--- src/rtl/rmt_pkg.sv ---
package rmt_pkg;
  // Default geometry: memory issue slots, schedule-to-verify stages, queue entries
  localparam int unsigned DEF_SLOTS   = 2;
  localparam int unsigned DEF_DEPTH   = 6;
  localparam int unsigned DEF_ENTRIES = 16;
  // Number of source operands per entry
  localparam int unsigned NUM_SRC     = 2;
endpackage

--- src/rtl/rmt_rowshift.sv ---
// Moves a dependence grid down one stage and tests its bottom row against kill lines.
module rmt_rowshift #(
  parameter int unsigned SLOTS = rmt_pkg::DEF_SLOTS,
  parameter int unsigned DEPTH = rmt_pkg::DEF_DEPTH,
  localparam int unsigned MW   = SLOTS * DEPTH
) (
  input  logic [MW-1:0]    mat,
  input  logic [SLOTS-1:0] kill,
  output logic [MW-1:0]    nxt,
  output logic             hit
);
  localparam int unsigned LAST = (DEPTH - 1) * SLOTS;

  // Row r occupies bits [r*SLOTS +: SLOTS]; row 0 is the schedule stage
  assign hit = |(mat[LAST +: SLOTS] & kill);
  assign nxt = {mat[LAST-1:0], {SLOTS{1'b0}}};
endmodule

--- src/rtl/rmt_entry.sv ---
// One issue-queue entry: source readiness plus per-source and own dependence grids.
module rmt_entry #(
  parameter int unsigned SLOTS = rmt_pkg::DEF_SLOTS,
  parameter int unsigned DEPTH = rmt_pkg::DEF_DEPTH,
  parameter int unsigned IW    = 4,
  localparam int unsigned MW   = SLOTS * DEPTH,
  localparam int unsigned NS   = rmt_pkg::NUM_SRC
) (
  input  logic             clk,
  input  logic             rst,
  input  logic             alloc_hit,
  input  logic [IW-1:0]    alloc_tag_a,
  input  logic             alloc_wait_a,
  input  logic [IW-1:0]    alloc_tag_b,
  input  logic             alloc_wait_b,
  input  logic             bc_valid,
  input  logic [IW-1:0]    bc_idx,
  input  logic [MW-1:0]    bc_mat,
  input  logic             self_iss,
  input  logic [MW-1:0]    load_bits,
  input  logic [SLOTS-1:0] kill,
  output logic [MW-1:0]    full_sh,
  output logic             kill_now,
  output logic             ready,
  output logic             inval_q
);
  logic                   valid_q;
  logic                   issued_q;
  logic [NS-1:0]          rdy_q;
  logic [NS-1:0][IW-1:0]  tag_q;
  logic [NS-1:0][MW-1:0]  src_q;
  logic [MW-1:0]          self_q;

  // Index NS holds the entry's own grid, 0..NS-1 the source grids
  logic [NS:0][MW-1:0]    cur;
  logic [NS:0][MW-1:0]    sh;
  logic [NS:0]            hit;
  logic [NS-1:0]          wake;

  assign cur = {self_q, src_q};

  for (genvar k = 0; k <= NS; k++) begin : g_grid
    rmt_rowshift #(.SLOTS(SLOTS), .DEPTH(DEPTH)) u_shift (
      .mat  (cur[k]),
      .kill (kill),
      .nxt  (sh[k]),
      .hit  (hit[k])
    );
  end

  for (genvar s = 0; s < NS; s++) begin : g_wake
    assign wake[s] = valid_q & ~rdy_q[s] & bc_valid & (tag_q[s] == bc_idx);
  end

  always_comb begin
    full_sh = sh[NS];
    for (int s = 0; s < NS; s++) full_sh = full_sh | sh[s];
  end

  assign kill_now = valid_q & (|hit);
  assign ready    = valid_q & (&rdy_q) & ~issued_q;

  always_ff @(posedge clk) begin
    if (rst) begin
      valid_q  <= 1'b0;
      issued_q <= 1'b0;
      rdy_q    <= '0;
      tag_q    <= '0;
      src_q    <= '0;
      self_q   <= '0;
      inval_q  <= 1'b0;
    end else if (alloc_hit) begin
      valid_q  <= 1'b1;
      issued_q <= 1'b0;
      rdy_q    <= {~alloc_wait_b, ~alloc_wait_a};
      tag_q    <= {alloc_tag_b, alloc_tag_a};
      src_q    <= '0;
      self_q   <= '0;
      inval_q  <= 1'b0;
    end else begin
      inval_q  <= kill_now;
      issued_q <= kill_now ? 1'b0 : (issued_q | self_iss);
      if (kill_now)      self_q <= '0;
      else if (self_iss) self_q <= sh[NS] | load_bits;
      else               self_q <= sh[NS];
      for (int s = 0; s < NS; s++) begin
        if (hit[s]) begin
          rdy_q[s] <= 1'b0;
          src_q[s] <= '0;
        end else if (wake[s]) begin
          rdy_q[s] <= 1'b1;
          src_q[s] <= bc_mat;
        end else begin
          src_q[s] <= sh[s];
        end
      end
    end
  end
endmodule

--- src/rtl/rmt_tracker.sv ---
// Top: entry array, wakeup broadcast with dependence grid, kill-driven invalidation.
module rmt_tracker #(
  parameter int unsigned SLOTS   = rmt_pkg::DEF_SLOTS,
  parameter int unsigned DEPTH   = rmt_pkg::DEF_DEPTH,
  parameter int unsigned ENTRIES = rmt_pkg::DEF_ENTRIES,
  localparam int unsigned IW     = (ENTRIES > 1) ? $clog2(ENTRIES) : 1,
  localparam int unsigned SW     = (SLOTS > 1) ? $clog2(SLOTS) : 1
) (
  input  logic               clk,
  input  logic               rst,
  input  logic               alloc_en,
  input  logic [IW-1:0]      alloc_idx,
  input  logic [IW-1:0]      alloc_tag_a,
  input  logic               alloc_wait_a,
  input  logic [IW-1:0]      alloc_tag_b,
  input  logic               alloc_wait_b,
  input  logic               iss_en,
  input  logic [IW-1:0]      iss_idx,
  input  logic               iss_load,
  input  logic [SW-1:0]      iss_slot,
  input  logic [SLOTS-1:0]   kill,
  output logic [ENTRIES-1:0] o_ready,
  output logic [ENTRIES-1:0] o_inval
);
  localparam int unsigned MW = SLOTS * DEPTH;

  logic [ENTRIES-1:0][MW-1:0] shv;
  logic [ENTRIES-1:0]         kill_now;
  logic [MW-1:0]              load_bits;
  logic [MW-1:0]              bc_mat;
  logic                       bc_valid;

  // A load plants its own bit in the top row, column = memory slot
  for (genvar s = 0; s < SLOTS; s++) begin : g_plant
    assign load_bits[s] = iss_load && (iss_slot == SW'(s));
  end
  assign load_bits[MW-1:SLOTS] = '0;

  // An issuer invalidated at this edge must not wake anybody
  assign bc_valid = iss_en & ~kill_now[iss_idx];
  assign bc_mat   = shv[iss_idx] | load_bits;

  for (genvar e = 0; e < ENTRIES; e++) begin : g_ent
    rmt_entry #(.SLOTS(SLOTS), .DEPTH(DEPTH), .IW(IW)) u_ent (
      .clk          (clk),
      .rst          (rst),
      .alloc_hit    (alloc_en && (alloc_idx == IW'(e))),
      .alloc_tag_a  (alloc_tag_a),
      .alloc_wait_a (alloc_wait_a),
      .alloc_tag_b  (alloc_tag_b),
      .alloc_wait_b (alloc_wait_b),
      .bc_valid     (bc_valid),
      .bc_idx       (iss_idx),
      .bc_mat       (bc_mat),
      .self_iss     (bc_valid && (iss_idx == IW'(e))),
      .load_bits    (load_bits),
      .kill         (kill),
      .full_sh      (shv[e]),
      .kill_now     (kill_now[e]),
      .ready        (o_ready[e]),
      .inval_q      (o_inval[e])
    );
  end
endmodule

--- config.mk ---
export PLATFORM = sky130hd
export DESIGN_NAME = rmt_tracker
export DESIGN_NICKNAME = d
export VERILOG_FILES = /design/src/rtl/rmt_pkg.sv /design/src/rtl/rmt_rowshift.sv /design/src/rtl/rmt_entry.sv /design/src/rtl/rmt_tracker.sv
export SDC_FILE = /design/constraint.sdc
export NUM_CORES = 2
export LEC_CHECK = 0
export BUFFER_PORTS_ARGS = -buffer_cell sky130_fd_sc_hd__buf_4
export CORE_ASPECT_RATIO = 1.5
export CORE_UTILIZATION = 43
export CTS_BUF_LIST = sky130_fd_sc_hd__clkbuf_4
export DETAILED_ROUTE_END_ITERATION = 10
export PLACE_DENSITY = 0.66
export SLEW_MARGIN = 20
export SYNTH_ARGS = -nofsm -noshare
export SYNTH_HDL_FRONTEND = slang
export SYNTH_HIERARCHICAL = 1
export SYNTH_SLANG_ARGS = --single-unit
--- constraint.sdc ---
create_clock -name clk -period 4.5 [get_ports clk]
set_clock_uncertainty 0.2 [all_clocks]
set_input_delay 0.9 -clock clk [delete_from_list [all_inputs] [get_ports clk]]
set_output_delay 0.9 -clock clk [all_outputs]
set_load 0.02 [all_outputs]
### After elaboration in Yosys (flattened, before gate mapping)

Index checks and enable logic that the tools add are counted.

* register bits after elaboration: 784
* logic and storage cells: 1005
* output and inout port bits: 32

* equal/unequal tests: 62
* bitwise logic cells: 358
* magnitude comparators: 1
* reductions and logical operators: 244
* muxes and demuxes: 132

Operators with widths (number)
* 12-bit two-way mux: 49
* 12-bit OR: 32
* 12-bit by 2-bit OR with 12-bit output: 17
* 4-bit OR reduction: 48
* 5-bit OR reduction: 32
* 1-bit bitwise AND: 145
* 4-bit equality test: 32
* 1-bit inverter: 100
* 2-bit bitwise AND: 48
* 3-bit nonzero test: 32
* 2-bit OR reduction: 48
* 6-bit OR reduction: 16
* 1-bit two-way mux: 65
* 4-bit equality test (second input constant): 16
* 12-bit binary-select mux with 4-bit select: 1
* 3-bit OR reduction: 16
* 1-bit logical AND: 34
* 4-bit by 3-bit equality test with 1-bit output (second input constant): 8
* 2-bit two-way mux: 16
* 2-bit AND reduction: 16
* 4-bit by 2-bit equality test with 1-bit output (second input constant): 4
* 1-bit OR: 16
* 4-bit by 1-bit equality test with 1-bit output (second input constant): 2
* 4-bit zero test: 2
* 2 further kinds: 2

### Logic depth before layout (Yosys ltp)

* depth after elaboration: 12
* depth in mapped cells: 13

### By module

The synthesis kept the hierarchy.

By module, submodules not included
* rmt_entry: sequential area each 980.9 µm², cells each 218, instances 16, area an instance 2003.2 µm²
* rmt_rowshift: sequential area each 0.0 µm², cells each 14, instances 48, area an instance 102.6 µm²
* rmt_tracker: sequential area each 0.0 µm², cells each 171, instances 1, area an instance 1901.8 µm²

### Worst setup path before layout

Ideal clock, no wire load.

* path type: input port to flip-flop
* start point: in kill[0]
* end point: reg g_ent[0].u_ent.rdy_q[1]
* arrival: 3.559 ns
* required time: 4.221 ns
* cell stages on the path: 13
* buffers on the path: 2
* setup slack: 0.662 ns
* path through: a22o_1 o31ai_1 inv_1 mux4_2 nand3b_1 nand2_1 a31o_2 nand2_1 or3_1 or2_1 buf_2 buf_6 a211oi_2

* cells in the longest elaborated chain, start to end: 10
* elaborated cells on any way between the ends: 90

Ends and longest elaborated chain
* start: declaration: RTL line rmt_tracker.sv:21 `input logic [SLOTS-1:0] kill,`
* 2-bit bitwise AND: RTL line rmt_rowshift.sv:15 `assign hit = |(mat[LAST +: SLOTS] & kill);`
* 6-bit OR reduction *: RTL line rmt_entry.sv:60 `assign kill_now = valid_q & (|hit);`
* 1-bit bitwise AND *: RTL line rmt_entry.sv:60
* named net kill_now[3]: RTL line rmt_tracker.sv:28 `logic [ENTRIES-1:0] kill_now;`
* 1-bit binary-select mux with 4-bit select *: RTL line rmt_tracker.sv:40 `assign bc_valid = iss_en & ~kill_now[iss_idx];`
* 1-bit two-way mux (not written as such) *: RTL line rmt_tracker.sv:40
* 1-bit inverter *: RTL line rmt_tracker.sv:40
* 1-bit bitwise AND *: RTL line rmt_tracker.sv:40
* named net bc_valid: RTL line rmt_tracker.sv:31 `logic bc_valid;`
* 1-bit bitwise AND * (2 in a row): RTL line rmt_entry.sv:52 `assign wake[s] = valid_q & ~rdy_q[s] & bc_valid & (tag_q[s] == bc_idx);`
* 3-bit nonzero test (no source line) *
* end signal: assignment: RTL line rmt_entry.sv:75 `rdy_q <= {~alloc_wait_b, ~alloc_wait_a};`
* end: declaration: RTL line rmt_entry.sv:29 `logic [NS-1:0] rdy_q;`

The timed path passes the listed nets; every way through them passes the cells marked *. The select of a mux whose other input is x is not followed.
A chain may end at the register's enable or synchronous reset.

### Worst setup path in the final report

* start point: in kill[0]
* end point: reg g_ent[4].u_ent.src_q (netlist bit g_ent[4].u_ent/cur[7])

* cells in the longest elaborated chain, start to end: 10
* elaborated cells on any way between the ends: 88

Ends and longest elaborated chain
* 2-bit bitwise AND: RTL line rmt_rowshift.sv:15
* 6-bit OR reduction *: RTL line rmt_entry.sv:60
* 1-bit bitwise AND *: RTL line rmt_entry.sv:60
* named net kill_now[12]: RTL line rmt_tracker.sv:28
* 1-bit binary-select mux with 4-bit select *: RTL line rmt_tracker.sv:40
* 1-bit two-way mux (not written as such) *: RTL line rmt_tracker.sv:40
* 1-bit inverter *: RTL line rmt_tracker.sv:40
* 1-bit bitwise AND *: RTL line rmt_tracker.sv:40
* named net bc_valid: RTL line rmt_tracker.sv:31
* 1-bit bitwise AND * (2 in a row): RTL line rmt_entry.sv:52
* 12-bit two-way mux *: RTL line rmt_entry.sv:90 `end else if (wake[s]) begin`
* end signal: indexed assignment: RTL line rmt_entry.sv:92 `src_q[s] <= bc_mat;`
* end signal: indexed assignment: RTL line rmt_entry.sv:94 `src_q[s] <= sh[s];`
* end: declaration: RTL line rmt_entry.sv:31 `logic [NS-1:0][MW-1:0] src_q;`

Marked as above.

==> results_dict.tcl <==
set metrics [dict create \
    status "finished, violations left" \
    violations "design-rule violations" \
    vdd_ir_drop_max_uv 208.5 \
    r2r-end "g_ent[4].u_ent/cur[7]" \
    cts_resized 0 \
    ios 58 \
    cp-end-kind "flip-flop" \
    relSlewSlack_pct 12.84 \
    grt_max_degree 110 \
    post_cts_buffers 0 \
    p_leak_nw 18.63 \
    numClockSinks 784 \
    ctsHoldBuffers 0 \
    critPathSlowestCell "o31ai_1" \
    combPwrFrac_pct 10.5 \
    finalHoldViolations 0 \
    synth_ff_type "dfxtp_1" \
    synth_area_leaders "dfxtp_1 40%, mux2i_1 12%, buf_4 11%" \
    nets 4201 \
    ys_types 39 \
    synth_top_area_share_pct 40.37 \
    start_util_pct 43.59 \
    async_reset_ff_share_pct 0 \
    grt_pass1_wl_mm 162.4 \
    cp.arrival_ns 4.33 \
    p_int_mw 10.66 \
    drtIter0Drc 1838 \
    whs_endpoint "g_ent[9].u_ent/tag_q[2]" \
    stdcell_area_um2 40150 \
    vias_per_cell 5.166 \
    die_width_um 247.5 \
    p_per_area_nw_per_um2 364.2 \
    startpoint_type "input pin" \
    synth_commonest_cells "784 x dfxtp_1, 768 x nand2_1, 578 x buf_4" \
    wl_mm 106.4 \
    place_hpwl_mm 73.44 \
    cpPeakStageDelay_ns 0.40 \
    postPlaceCellArea_um2 37790 \
    syn2layout_area_growth_pct 3.283 \
    track_usage_pct 23.34 \
    clock_path_buffers 3 \
    h-tree-depth 4 \
    dieHeight_um 370.3 \
    cp_cell_sequence "buf_4 -> buf_4 -> a22o_1 -> o31ai_1 -> inv_1 -> mux2i_1 -> a22oi_1 -> nand2_1 -> a31o_2 -> buf_12 -> nand2_1 -> or3_1 -> or2_1 -> buf_12 -> mux2i_1" \
    drive_gt1_share_pct 16.24 \
    p_switching_mw 3.964 \
    reg2reg_from "g_ent[2].u_ent/cur[10]" \
    path_max_fanout 26 \
    tightest_slew_ns 1.307 \
    ff2ff_path_depth 13 \
    drt-wirelength-per-cell_um 19.48 \
    cts_root_buf "clkbuf_4" \
    synthMostInstantiatedCell "dfxtp_1" \
    fmax_mhz 272.2 \
    required_ns 5.15 \
    syn_avg_cell_area_um2 8.977 \
    gp_routability_congestion 0.9385 \
    p_clk_share_pct 40.2 \
    antenna_found_initial 4 \
    seq_power_share_pct 49.3 \
    design.core.area_um2 89200 \
    period_share_pct 81.64 \
    io_buffer_count 57 \
    r2r_setup_slack_ns 0.86 \
    yosysTopAreaCell "dfxtp_1" \
    clk_pin_slew_ns 0.07 \
    synthCells 4331 \
    setup_violations 0 \
    drc 6 \
    drtPass1Iterations 11 \
    worstSetupPathType "input pin to flip-flop" \
    hold_depth 3 \
    clk_latency_ns 0.98 \
    synth-edff-count 0 \
    rows 134 \
    drv_slew 0 \
    numCtsBuffers 183 \
    die_area_um2 91640 \
    worstHoldStart "alloc_tag_a[2]" \
    vias 28231 \
    nFillCells 8607 \
    min_period_ns 3.674 \
    cap_violations 0 \
    p_sw_share_pct 27.11 \
    ys_warn_count 6 \
    ys_seq_area_share_pct 40.37 \
    ant_nets 0 \
    cts_tree "built" \
    fin_setup_tns_ns 0 \
    rsz0062_at_grt "false" \
    hold_class "input pin to flip-flop" \
    grt_pass1_vias 27833 \
    overflow 0 \
    synth_area_um2 38880 \
    ys_ff_latch 784 \
]
==> logic make-up after synthesis <==
| group | count (synthesis) | synth area share [%] |
|---|---|---|
| buffers and inverters | 820 | 15.14 |
| xor gates and xnor gates | 128 | 2.884 |
| muxes | 566 | 16.28 |
| other | 49 | 0.4731 |
| and+or+nand+nor | 1605 | 18.39 |
| AOI/OAI and AO/OA | 379 | 6.459 |
| DFF | 784 | 40.37 |
==> metrics by stage <==
stage                     total power, mW  instances  util [%]  hold slack (ns)  worst slack [ns]
after floorplan                     8.440       4538         -           0.2280            0.6618
after global placement              8.837       5146     42.36           0.2376          -0.07473
after detailed placement            8.856       5146     42.36           0.2466           -0.1078
after CTS                           14.72       5461     45.01           0.1037            0.8943
after global routing                15.23       5463     45.01           0.1650            0.7335
final                               14.63       5465     45.02           0.2168            0.8262
==> metal layers <==
layer	vias up	global-route usage, %	wire length (µm)
li1	13500	-	-
met1	13578	26.03	40780
met2	879	40.22	52530
met3	272	4.086	6078
met4	2	15.79	7035
met5	-	0	13
==> layout make-up <==
cell class / instances / area [µm²] / area share (%)
flip-flops and latches: 784 / 15700 / 39.09
diodes: 4 / 10.01 / 0.02493
inverters: 16 / 60.06 / 0.1496
multi-input cells: 2934 / 18230 / 45.39
repair buffers: 256 / 2359 / 5.874
well taps: 1156 / 1446 / 3.602
clock buffers: 254 / 1907 / 4.749
clock inverters: 61 / 451.7 / 1.125
==> worst max-delay path by stage <==
stage                                    to  depth (start not counted)  slack [ns]                   start
global route          g_ent[4].u_ent/cur[7]                         15        0.73                 kill[0]
floorplan           g_ent[0].u_ent/rdy_q[1]                         13        0.66                 kill[0]
detailed placement  g_ent[3].u_ent/rdy_q[1]                         15       -0.11                 kill[0]
global placement    g_ent[3].u_ent/rdy_q[1]                         15       -0.07                 kill[0]
CTS                  g_ent[3].u_ent/cur[21]                         13        0.89  g_ent[2].u_ent/cur[10]
finish                g_ent[4].u_ent/cur[7]                         15        0.83                 kill[0]
==> cell usage in the layout, fill, tap and decap left out, types with 33 or more instances in the layout <==
cell type / n
a21oi_1: 194
a22o_1: 48
buf_12: 34
buf_4: 220
clkbuf_4: 254
clkinv_1: 44
conb_1: 256
dfxtp_1: 784
mux2i_1: 484
mux4_2: 50
nand2_1: 763
nand3_1: 33
nor2_1: 394
nor3_1: 50
nor3_2: 35
or3_1: 240
xnor2_1: 96
==> worst max-delay path: cells and delay by family <==
kind	cells	cell delay (ns)
simple gates	4	0.88
mux	2	0.37
compound gates	4	1.02
buf+inv	5	1.10
==> sequential cells by signal, indices dropped and copies added (netlist names) <==
register and cells:
g_ent.u_ent/cur 384, g_ent.u_ent/self_q 192, g_ent.u_ent/tag_q 128, g_ent.u_ent/rdy_q 32, g_ent.u_ent/inval_q 16, g_ent.u_ent/issued_q 16, g_ent.u_ent/valid_q 16
==> power by group through the flow <==
stage          clock [mW]  sequential [mW]  combinational (mW)
4_1_cts              6.02             7.21                1.49
3_3_place_gp            0             7.37                1.47
6_report             5.87             7.21                1.54
3_5_place_dp            0             7.37                1.49
2_1_floorplan           0             7.31                1.13
5_1_grt              6.36             7.23                1.64
(Power assumes the default switching activity.)
